$ cat src/rtl/sys_ctl_pkg.sv
package sys_ctl_pkg;
    localparam int FN_W  = 12;
    localparam int IDX_W = 5;

    localparam logic [FN_W-1:0] FN_MRET      = 12'h302;
    localparam logic [FN_W-1:0] FN_SRET      = 12'h102;
    localparam logic [FN_W-1:0] FN_WFI       = 12'h105;
    localparam logic [6:0]      FN_FENCE_HI  = 7'b0001001;

    localparam logic [2:0] F3_PRIV = 3'b000;

    localparam logic [1:0] PRIV_M = 2'b11;

    // status word bit positions
    localparam int ST_SIE  = 1;
    localparam int ST_MIE  = 3;
    localparam int ST_SPIE = 5;
    localparam int ST_MPIE = 7;
    localparam int ST_SPP  = 8;
    localparam int ST_MPPL = 11;
    localparam int ST_MPPH = 12;
    localparam int ST_MPRV = 17;
endpackage

$ cat src/rtl/sys_csr_rmw.sv
module sys_csr_rmw
    import sys_ctl_pkg::*;
#(
    parameter int XLEN = 64
) (
    input  logic [2:0]       funct3,
    input  logic [IDX_W-1:0] src_idx,
    input  logic [XLEN-1:0]  src_val,
    input  logic [XLEN-1:0]  old_val,
    output logic             is_csr,
    output logic             wr_en,
    output logic [XLEN-1:0]  wdata
);
    logic [XLEN-1:0] operand;

    always_comb begin
        // bit 2 of funct3 selects the immediate variant
        operand = funct3[2] ? {{(XLEN-IDX_W){1'b0}}, src_idx} : src_val;
        is_csr  = (funct3[1:0] != 2'b00);
        unique case (funct3[1:0])
            2'b01: begin
                wdata = operand;
                wr_en = 1'b1;
            end
            2'b10: begin
                wdata = old_val | operand;
                wr_en = (src_idx != '0);
            end
            2'b11: begin
                wdata = old_val & ~operand;
                wr_en = (src_idx != '0);
            end
            default: begin
                wdata = old_val;
                wr_en = 1'b0;
            end
        endcase
    end
endmodule

$ cat src/rtl/sys_trap_ret.sv
module sys_trap_ret
    import sys_ctl_pkg::*;
#(
    parameter int XLEN = 64
) (
    input  logic            do_mret,
    input  logic            do_sret,
    input  logic [XLEN-1:0] mstatus,
    input  logic [XLEN-1:0] mepc,
    input  logic [XLEN-1:0] sepc,
    output logic            take,
    output logic [XLEN-1:0] tgt_pc,
    output logic [1:0]      tgt_priv,
    output logic [XLEN-1:0] new_status
);
    always_comb begin
        new_status = mstatus;
        if (do_sret) begin
            tgt_pc               = sepc;
            tgt_priv             = {1'b0, mstatus[ST_SPP]};
            new_status[ST_SIE]   = mstatus[ST_SPIE];
            new_status[ST_SPIE]  = 1'b1;
            new_status[ST_SPP]   = 1'b0;
        end else begin
            tgt_pc                      = mepc;
            tgt_priv                    = mstatus[ST_MPPH:ST_MPPL];
            new_status[ST_MIE]          = mstatus[ST_MPIE];
            new_status[ST_MPIE]         = 1'b1;
            new_status[ST_MPPH:ST_MPPL] = 2'b00;
        end
        if (tgt_priv != PRIV_M) begin
            new_status[ST_MPRV] = 1'b0;
        end
        take = do_mret | do_sret;
    end
endmodule

$ cat src/rtl/sys_ctl_unit.sv
module sys_ctl_unit
    import sys_ctl_pkg::*;
#(
    parameter int XLEN = 64
) (
    input  logic             clk,
    input  logic             rst_n,
    input  logic             issue_valid,
    input  logic [2:0]       funct3,
    input  logic [FN_W-1:0]  funct12,
    input  logic [IDX_W-1:0] src_idx,
    input  logic [XLEN-1:0]  src_val,
    input  logic [XLEN-1:0]  csr_old,
    input  logic [XLEN-1:0]  mstatus_in,
    input  logic [XLEN-1:0]  mepc_in,
    input  logic [XLEN-1:0]  sepc_in,
    input  logic [XLEN-1:0]  irq_enable,
    input  logic [XLEN-1:0]  irq_pending,
    output logic             rd_valid,
    output logic [XLEN-1:0]  rd_data,
    output logic             csr_we,
    output logic [FN_W-1:0]  csr_waddr,
    output logic [XLEN-1:0]  csr_wdata,
    output logic             ret_take,
    output logic [XLEN-1:0]  ret_pc,
    output logic [1:0]       ret_priv,
    output logic [XLEN-1:0]  status_wdata,
    output logic             wfi_wait
);
    typedef struct packed {
        logic             rd_valid;
        logic [XLEN-1:0]  rd_data;
        logic             csr_we;
        logic [FN_W-1:0]  csr_waddr;
        logic [XLEN-1:0]  csr_wdata;
        logic             ret_take;
        logic [XLEN-1:0]  ret_pc;
        logic [1:0]       ret_priv;
        logic [XLEN-1:0]  status_wdata;
        logic             wfi_wait;
    } ctl_state_t;

    ctl_state_t st_d, st_q;

    logic            go;
    logic            priv_grp;
    logic            do_mret, do_sret, do_wfi;
    logic            rmw_is_csr, rmw_we;
    logic [XLEN-1:0] rmw_wdata;
    logic            ret_go;
    logic [XLEN-1:0] ret_pc_c, ret_status_c;
    logic [1:0]      ret_priv_c;
    logic            wake;

    // issue is blocked while the stall flag is up
    assign go       = issue_valid & ~st_q.wfi_wait;
    assign priv_grp = go && (funct3 == F3_PRIV);
    assign do_mret  = priv_grp && (funct12 == FN_MRET);
    assign do_sret  = priv_grp && (funct12 == FN_SRET);
    assign do_wfi   = priv_grp && (funct12 == FN_WFI);
    assign wake     = |(irq_enable & irq_pending);

    sys_csr_rmw #(.XLEN(XLEN)) u_rmw (
        .funct3  (funct3),
        .src_idx (src_idx),
        .src_val (src_val),
        .old_val (csr_old),
        .is_csr  (rmw_is_csr),
        .wr_en   (rmw_we),
        .wdata   (rmw_wdata)
    );

    sys_trap_ret #(.XLEN(XLEN)) u_ret (
        .do_mret    (do_mret),
        .do_sret    (do_sret),
        .mstatus    (mstatus_in),
        .mepc       (mepc_in),
        .sepc       (sepc_in),
        .take       (ret_go),
        .tgt_pc     (ret_pc_c),
        .tgt_priv   (ret_priv_c),
        .new_status (ret_status_c)
    );

    always_comb begin
        st_d          = st_q;
        st_d.rd_valid = 1'b0;
        st_d.csr_we   = 1'b0;
        st_d.ret_take = 1'b0;

        if (go && rmw_is_csr) begin
            st_d.rd_valid  = 1'b1;
            st_d.rd_data   = csr_old;
            st_d.csr_we    = rmw_we;
            st_d.csr_waddr = funct12;
            st_d.csr_wdata = rmw_wdata;
        end

        if (ret_go) begin
            st_d.ret_take     = 1'b1;
            st_d.ret_pc       = ret_pc_c;
            st_d.ret_priv     = ret_priv_c;
            st_d.status_wdata = ret_status_c;
        end

        if (st_q.wfi_wait) begin
            st_d.wfi_wait = ~wake;
        end else begin
            st_d.wfi_wait = do_wfi;
        end
    end

    always_ff @(posedge clk) begin
        if (!rst_n) begin
            st_q <= '0;
        end else begin
            st_q <= st_d;
        end
    end

    assign rd_valid     = st_q.rd_valid;
    assign rd_data      = st_q.rd_data;
    assign csr_we       = st_q.csr_we;
    assign csr_waddr    = st_q.csr_waddr;
    assign csr_wdata    = st_q.csr_wdata;
    assign ret_take     = st_q.ret_take;
    assign ret_pc       = st_q.ret_pc;
    assign ret_priv     = st_q.ret_priv;
    assign status_wdata = st_q.status_wdata;
    assign wfi_wait     = st_q.wfi_wait;
endmodule

$ cat config.mk
export PLATFORM = sky130hd
export DESIGN_NAME = sys_ctl_unit
export DESIGN_NICKNAME = d
export VERILOG_FILES = /design/src/rtl/sys_ctl_pkg.sv /design/src/rtl/sys_csr_rmw.sv /design/src/rtl/sys_trap_ret.sv /design/src/rtl/sys_ctl_unit.sv
export SDC_FILE = /design/constraint.sdc
export NUM_CORES = 1
export LEC_CHECK = 0
export ABC_CLOCK_PERIOD_IN_PS = 6830
export BUFFER_PORTS_ARGS = -buffer_cell sky130_fd_sc_hd__buf_2
export CORE_AREA = 2 2 289 291
export CTS_CLUSTER_SIZE = 14
export DETAILED_ROUTE_END_ITERATION = 8
export DIE_AREA = 0 0 291 293
export PLACE_DENSITY = 0.37
export SYNTH_ARGS = -nofsm -noshare
export SYNTH_HDL_FRONTEND = slang
export SYNTH_HIERARCHICAL = 1
export SYNTH_SLANG_ARGS = --single-unit
export TNS_END_PERCENT = 50
$ cat constraint.sdc
create_clock -name clk -period 6.83 [get_ports clk]
set_clock_uncertainty 0.2 [all_clocks]
set_input_delay 1.366 -clock clk [delete_from_list [all_inputs] [get_ports clk]]
set_output_delay 1.366 -clock clk [all_outputs]
set_load 0.005 [all_outputs]
After elaboration in Yosys (flattened, before gate mapping)
Cells that the tools add are included.
{"block": "word_totals", "mem_bits_rw": 0, "output_inout_bits": 274, "ff_bits": 274, "mem_bits_ro": 0, "n_memories": 0, "elab_cells": 51, "latchBits": 0, "input_bits": 471}
{"block": "classes", "n_div": 0, "n_lt_le_gt_ge": 0, "shift": 0, "n_mul": 0, "bitwise_logic": 8, "mux": 15, "n_eq_ne": 7, "addsub": 0, "reduce_logical": 11}
{"cell": "$pmux W64 S3", "n": 1}
{"cell": "$mux W142", "n": 1}
{"cell": "$mux W131", "n": 1}
{"cell": "$and A64 B64 Y64", "n": 2}
{"cell": "$mux W64", "n": 2}
{"cell": "$not A64 Y64", "n": 1}
{"cell": "$or A64 B64 Y64", "n": 1}
{"cell": "$reduce_or A64 Y1", "n": 1}
{"cell": "$eq A12 B9 Y1 const B", "n": 2}
{"cell": "$eq A12 B10 Y1 const B", "n": 1}
{"cell": "$mux W1", "n": 7}
{"cell": "$logic_and A1 B1 Y1", "n": 5}
{"cell": "$reduce_bool A5 Y1", "n": 1}
{"cell": "$eq A2 B2 Y1 const B", "n": 2}
{"cell": "$mux W2", "n": 2}
{"cell": "$logic_not A3 Y1", "n": 1}
{"cell": "$eq A2 B1 Y1 const B", "n": 1}
{"cell": "$ne A2 B2 Y1 const B", "n": 1}
{"cell": "$not A1 Y1", "n": 2}
{"cell": "$pmux W1 S2", "n": 1}
{"cell": "$reduce_and A2 Y1", "n": 1}
{"cell": "$reduce_bool A2 Y1", "n": 1}
{"cell": "$reduce_or A2 Y1", "n": 1}
{"cell": "$and A1 B1 Y1", "n": 1}
{"cell": "$or A1 B1 Y1", "n": 1}

Longest topological paths before layout
Gate-level depths: netlist (run 1).
{"block": "depth", "word_depth": 8, "mapped_depth": 12}

Hierarchy
Netlist (run 1), hierarchy kept.
{"module": "sys_ctl_unit", "area_per_inst_um2": 10473.8, "cells_per_inst": 1086, "instances": 1}
{"module": "sys_csr_rmw", "area_per_inst_um2": 1863.0, "cells_per_inst": 289, "instances": 1}
{"module": "sys_trap_ret", "area_per_inst_um2": 1456.4, "cells_per_inst": 139, "instances": 1}

Worst setup path before layout (run 1)
OpenSTA, ideal clock, no wires.
{"block": "synth_timing", "kind": "input port to flip-flop", "from": "in funct12[11]", "to": "reg st_q, in the netlist ret_pc[0]", "arrival_ns": 3.513, "stages": 12, "required_ns": 6.514, "setup_slack_ns": 3.001, "cell_sequence": "nor4b_1 -> nand4_1 -> nor4b_1 -> nor2b_1 -> buf_6 -> buf_6 -> or2_2 -> clkbuf_1 -> buf_2 -> buf_2 -> mux2i_1 -> nor2b_1"}
{"block": "synth_via", "elab_chain_len": 3}
{"element": "start, declared", "line_no": "sys_ctl_unit.sv:10", "source": "input logic [FN_W-1:0] funct12,"}
{"element": "$eq A12 B9 Y1", "line_no": "sys_ctl_unit.sv:59", "source": "assign do_sret = priv_grp && (funct12 == FN_SRET);"}
{"element": "$logic_and A1 B1 Y1", "line_no": "sys_ctl_unit.sv:59"}
{"element": "via do_sret", "line_no": "sys_ctl_unit.sv:47", "source": "logic do_mret, do_sret, do_wfi;"}
{"element": "$or A1 B1 Y1", "line_no": "sys_trap_ret.sv:34", "source": "take = do_mret | do_sret;"}
{"element": "via ret_go", "line_no": "sys_ctl_unit.sv:50", "source": "logic ret_go;"}
{"element": "end signal, assigned", "line_no": "sys_ctl_unit.sv:117", "source": "st_q <= st_d;"}
{"element": "end, declared", "line_no": "sys_ctl_unit.sv:43", "source": "ctl_state_t st_d, st_q;"}
The timed path passes the listed nets, and every way through them passes these cells.
A chain may end at the register's enable or synchronous reset.

Worst setup path after layout (run 1)
{"block": "layout_timing", "from": "in funct3[1]", "to": "reg st_q, in the netlist ret_pc[63]"}
{"block": "layout_via", "elab_chain_len": 4}
{"element": "start, declared", "line_no": "sys_ctl_unit.sv:9", "source": "input logic [2:0] funct3,"}
{"element": "$logic_not A3 Y1", "line_no": "sys_ctl_unit.sv:57", "source": "assign priv_grp = go && (funct3 == F3_PRIV);"}
{"element": "$logic_and A1 B1 Y1", "line_no": "sys_ctl_unit.sv:57"}
{"element": "$logic_and A1 B1 Y1", "line_no": "sys_ctl_unit.sv:59"}
{"element": "via do_sret", "line_no": "sys_ctl_unit.sv:47"}
{"element": "$mux W64", "line_no": "sys_trap_ret.sv:18", "source": "if (do_sret) begin"}
{"element": "via ret_pc_c[63]", "line_no": "sys_ctl_unit.sv:51", "source": "logic [XLEN-1:0] ret_pc_c, ret_status_c;"}
The timed path passes the listed nets, and every way through them passes these cells.

==> results_dict.tcl, run 1 <==
set metrics [dict create \
    seq_area_frac_synth 0.398 \
    maxSlewViolCount 0 \
    io-pin-count 745 \
    grt_pass1_wl_microns 85900 \
    insertion_delay_ns 0.57 \
    ys_ff_latch 274 \
    drt-total-wl_microns 60100 \
    wl_per_cell_microns 18.5 \
    ys_types 38 \
    antenna_found_initial 13 \
    critical_path_class "in2reg" \
    gp_congestion 1.00 \
    power_density_nw_per_um2 224 \
    via_per_inst 3.94 \
    fp-row-count 105 \
    synth-edff-count 0 \
    path_buf_inv 2 \
    slew_headroom 0.264 \
    tightest_slew_ns 1.10 \
    critPathLaunchType "input port" \
    hold_viol 0 \
    drcViolationCount 0 \
    cp_data_required_time_ns 7.07 \
    power_leakage_nw 8.32 \
    final_cell_mix "buf_2, nand2_1, dfxtp_1, nor2b_1, a21boi_0" \
    netlist_instances 1514 \
    die-area_sq_um 85300 \
    cts.clk_slew.worst_paths_ns 0.06 \
    area_delta_synth_final_pct 40.6 \
    start_util 0.169 \
    vdd_ir_drop_max_mv 0.139 \
    min_period_over_period 0.604 \
    drive_gt1_frac 0.414 \
    max_stage_delay_ns 0.76 \
    hp-class "reg2reg" \
    slowest_stage "nor3_1" \
    fin_nets 2614 \
    rsz0062_at_grt "no" \
    syn_area_per_cell_sq_um 9.11 \
    crit_family "simple AND/OR/NAND/NOR gates" \
    cts_setup_buffers 0 \
    clockRootBuffer "clkbuf_16" \
    drt-initial-drc-count 418 \
    place_hpwl_microns 44300 \
    path_max_fanout 74 \
    io_buffers 744 \
    synth.net_count 1985 \
    h-tree-depth 2 \
    synth_area_sq_um 13800 \
    cts_hold_buf 0 \
    core_area_sq_um 81800 \
    path_cells "buf_4, nor3_1, nand4_1, nor4b_1, nor2b_4, buf_12, mux2_2, mux2i_1, nor2b_1" \
    grt_pass1_vias 12800 \
    nFillCells 9038 \
    regArea_sq_um 5490 \
    cts_tree "built" \
    multi_input_area_sq_um 7340 \
    via_count 12800 \
    worstPathArrival_ns 4.37 \
    setup_viol 0 \
    cp-end-kind "flop" \
    die_w_microns 291 \
    finalSetupTns_ns 0 \
    cts.sinks 274 \
    die_h_microns 293 \
    ant_nets 0 \
    p_total_mw 4.35 \
    final_common_cell "buf_2" \
    finalCriticalPeriod_ns 4.13 \
    ys_async_sr_fraction 0 \
    cap_violations 0 \
    gr-usage-all-layers 0.133 \
    yosysWarnings 6 \
    gr-total-overflow 0 \
    numCtsBuffers 39 \
    clock_path_buffers 3 \
    grt_max_degree 134 \
    cts-resized-gates 0 \
    ys.flop_type "dfxtp_1" \
    dr.pass1.iters 4 \
    outcome "finished clean" \
    max_freq_mhz 242 \
    holdWs_ns 0.259 \
]
-- cell type report --
type	instances	area share
Antenna cell	7	0.000903
Clock buffer	57	0.0574
Clock inverter	15	0.0113
Multi-Input combinational cell	1072	0.379
Sequential cell	274	0.283
Tap cell	1070	0.0690
Timing Repair Buffer	756	0.200
-- routing by layer --
layer	track usage	wire, microns
met5	0	87
met1	0.162	25300
met2	0.219	28300
met3	0.0452	4750
met4	0.0418	1600
-- sequential cells by signal (all words and copies together), names as in the netlist --
signal and count:
ret_take 1, csr_we 1, wfi_wait 1, csr_wdata 64, rd_data 64, rd_valid 1
csr_waddr 12, ret_priv 2, status_wdata 64, ret_pc 64
-- worst paths after layout --
kind | start | slack (ns) | end | cells past startpoint
max | funct3[1] | 2.70 | ret_pc[63] | 9
min reg2reg | rd_data[36] | 0.26 | rd_data[36] | 2
min | rd_data[36] | 0.26 | rd_data[36] | 2
max reg2reg | wfi_wait | 3.59 | ret_pc[63] | 8
-- kinds of logic after synthesis --
group,share of synthesized area
multiplexers,0.168
buffers and inverters,0.0718
XOR/XNOR,0.0375
AND/OR/NAND/NOR,0.182
flip-flops,0.398
AO/OA/AOI/OAI,0.144
-- worst reg2reg max path, stage by stage (launching register included) --
cell and delay (ns):
dfxtp_1 0.34, nor2b_1 0.55, nand4_1 0.27, nor4b_1 0.40, nor2b_4 0.25, buf_12 0.36, mux2_2 0.53, mux2i_1 0.15
nor2b_1 0.06
-- report_power, final --
group / leakage [nW] / internal, mW / switching (mW)
combinational: 5.44 / 0.266 / 0.283
clock: 0.655 / 1.29 / 0.837
sequential: 2.23 / 1.65 / 0.0233
-- per-stage QoR --
| stage | utilization | std cells | worst slack [ns] | area, sq um |
|---|---|---|---|---|
| 2_1_floorplan | - | 1514 | 3.00 | 13800 |
| 3_3_place_gp | 0.220 | 3172 | 1.53 | 18000 |
| 3_5_place_dp | 0.220 | 3172 | 2.11 | 18000 |
| 4_1_cts | 0.237 | 3244 | 2.69 | 19400 |
| 5_1_grt | 0.237 | 3249 | 2.51 | 19400 |
| 6_report | 0.237 | 3251 | 2.70 | 19400 |
-- cells in the mapped netlist, types with 2 or more instances --
| cell | count | area share |
|---|---|---|
| or2_2 | 2 | 0.00091 |
| a21boi_0 | 140 | 0.076 |
| buf_4 | 62 | 0.034 |
| and2b_1 | 20 | 0.011 |
| mux2_4 | 41 | 0.045 |
| a21oi_1 | 123 | 0.045 |
| nand3_1 | 3 | 0.0011 |
| mux2_1 | 2 | 0.0016 |
| nand2_1 | 283 | 0.077 |
| nand4_1 | 5 | 0.0023 |
| nor2_1 | 5 | 0.0014 |
| a22oi_1 | 9 | 0.0049 |
| buf_2 | 35 | 0.013 |
| nand2b_1 | 2 | 0.00091 |
| and3_1 | 2 | 0.00091 |
| mux2i_1 | 135 | 0.098 |
| mux2_2 | 29 | 0.024 |
| dfxtp_1 | 274 | 0.40 |
| a22o_1 | 10 | 0.0063 |
| a221oi_1 | 6 | 0.0038 |
| and2_1 | 6 | 0.0027 |
| nor2b_1 | 173 | 0.078 |
| xnor2_1 | 59 | 0.037 |
| buf_6 | 11 | 0.0090 |
| clkbuf_1 | 59 | 0.016 |
| nor4b_1 | 2 | 0.0013 |
| a221oi_2 | 5 | 0.0054 |
No activity file was read; power rests on OpenSTA's default activity.
==> run 2: changes to the inputs <==
ABC_CLOCK_PERIOD_IN_PS = 3700   (was 6830)
PLACE_DENSITY = 0.38   (was 0.37)
clock period = 3.7 ns   (was 6.83 ns; I/O delays follow)
==> results_dict.tcl, run 2 (synthesized netlist as in run 1, its figures left out) <==
set metrics [dict create \
    outcome "finished clean" \
    holdPathStages 3 \
    finalCriticalPeriod_ns 3.48 \
    fin_nets 2655 \
    dp_cells 3212 \
    place_hpwl_microns 48100 \
    clock_path_buffers 3 \
    max_freq_mhz 287 \
    wl_per_cell_microns 19.2 \
    stdcell_count 3286 \
    start_util 0.169 \
    gr-usage-all-layers 0.140 \
    cts.clk_slew.worst_paths_ns 0.06 \
    via_count 13000 \
    drive_gt1_frac 0.424 \
    hp-class "in2reg" \
    power_density_nw_per_um2 398 \
    drcViolationCount 0 \
    grt_max_degree 189 \
    rsz0062_at_grt "no" \
    drt-initial-drc-count 454 \
    setup_ws_ns 0.219 \
    via_per_inst 3.97 \
    die_w_microns 291 \
    max_stage_delay_ns 0.95 \
    hold_viol 0 \
    clockRootBuffer "clkbuf_16" \
    die-area_sq_um 85300 \
    final_cell_mix "buf_2, nand2_1, dfxtp_1, nor2b_1, a21boi_0" \
    fp-row-count 105 \
    cp-end-kind "flop" \
    worstSetupPathDepth 12 \
    area_delta_synth_final_pct 43.6 \
    setup_viol 0 \
    cts-resized-gates 0 \
    cpMostUsedCell "buf_4" \
    path_buf_inv 5 \
    final_common_cell "buf_2" \
    ant_nets 0 \
    insertion_delay_ns 0.56 \
    critPathLaunchType "input port" \
    power_leakage_nw 8.55 \
    io-pin-count 745 \
    io_buffers 744 \
    maxSlewViolCount 0 \
    min_period_over_period 0.941 \
    cap_violations 0 \
    core_area_sq_um 81800 \
    tightest_slew_ns 1.12 \
    final_util 0.242 \
    cp_data_required_time_ns 3.95 \
    drt-total-wl_microns 63200 \
    gr-total-overflow 0 \
    final_area_sq_um 19800 \
    path_max_fanout 20 \
    cts_tree "built" \
    worstPathArrival_ns 3.73 \
    numCtsBuffers 40 \
    gp_congestion 0.980 \
    crit_family "simple AND/OR/NAND/NOR gates" \
    cts_setup_buffers 0 \
    critical_path_class "in2reg" \
    h-tree-depth 2 \
    placed_area_sq_um 18500 \
    antenna_found_initial 17 \
    die_h_microns 293 \
    grt_pass1_wl_microns 90100 \
    vdd_ir_drop_max_mv 0.269 \
    rr_worst_depth 10 \
    cts.sinks 274 \
    grt_pass1_vias 13300 \
    place_ws_ns -0.386 \
    path_cells "buf_2, nor4b_1, buf_4, nand4_1, nor4b_1, buf_4, nor2b_4, buf_12, buf_4, mux2_4, mux2i_1, nor2b_1" \
    slew_headroom 0.240 \
    dr.pass1.iters 4 \
    slowest_stage "nor4b_1" \
    cts_hold_buf 0 \
]
run 2: cell count changes in the layout (fill, tap and decap cells not counted), sizes merged:
cell      change
inv           -1
diode         -1
clkbuf        -2
bufinv        -2
buf          +40
clkinvlp      +1
run 2: power by group:
group / switching [mW] / total, mW / internal (mW)
combinational: 0.529 / 1.03 / 0.502
clock: 1.54 / 3.77 / 2.24
sequential: 0.0437 / 3.09 / 3.04
run 2: path summary, 6_finish.rpt:
| path | from | to | slack (ns) |
|---|---|---|---|
| setup / recovery | funct12[11] | ret_pc[44] | 0.22 |
| hold reg to reg | csr_wdata[54] | csr_wdata[54] | 0.26 |
| setup reg to reg | wfi_wait | ret_pc[44] | 1.09 |
| hold / removal | mstatus_in[41] | status_wdata[41] | 0.24 |
run 2: final cells by class:
| cell class | count | area (sq um) |
|---|---|---|
| fill | 9063 | 62000 |
| multi-input combinational | 1072 | 7340 |
| sequential | 274 | 5490 |
| timing repair buffer | 796 | 4360 |
| tap | 1070 | 1340 |
| clock buffer | 55 | 1110 |
| clock inverter | 13 | 159 |
| antenna | 6 | 15.0 |
run 2: worst register-to-register path: stages (launching register included):
cell and delay [ns]:
dfxtp_1 0.33, nor2b_1 0.25, nand4_1 0.17, nor4b_1 0.29, buf_4 0.17, nor2b_4 0.16, buf_12 0.20, buf_4 0.22
mux2_4 0.30, mux2i_1 0.15, nor2b_1 0.06
run 2: metal layers:
layer  global-route usage  part of all wire
met1                0.171              0.42
met2                0.233              0.48
met3               0.0390             0.066
met4               0.0570             0.033
met5                    0           0.00098
run 2: stage by stage:
stage	hold slack [ns]	power, mW	setup TNS, ns
4_1_cts	0.163	8.13	0
6_report	0.235	7.89	0
5_1_grt	0.211	8.32	0
3_3_place_gp	0.251	4.19	-38.49
3_5_place_dp	0.255	4.20	-35.21
2_1_floorplan	0.260	3.68	0
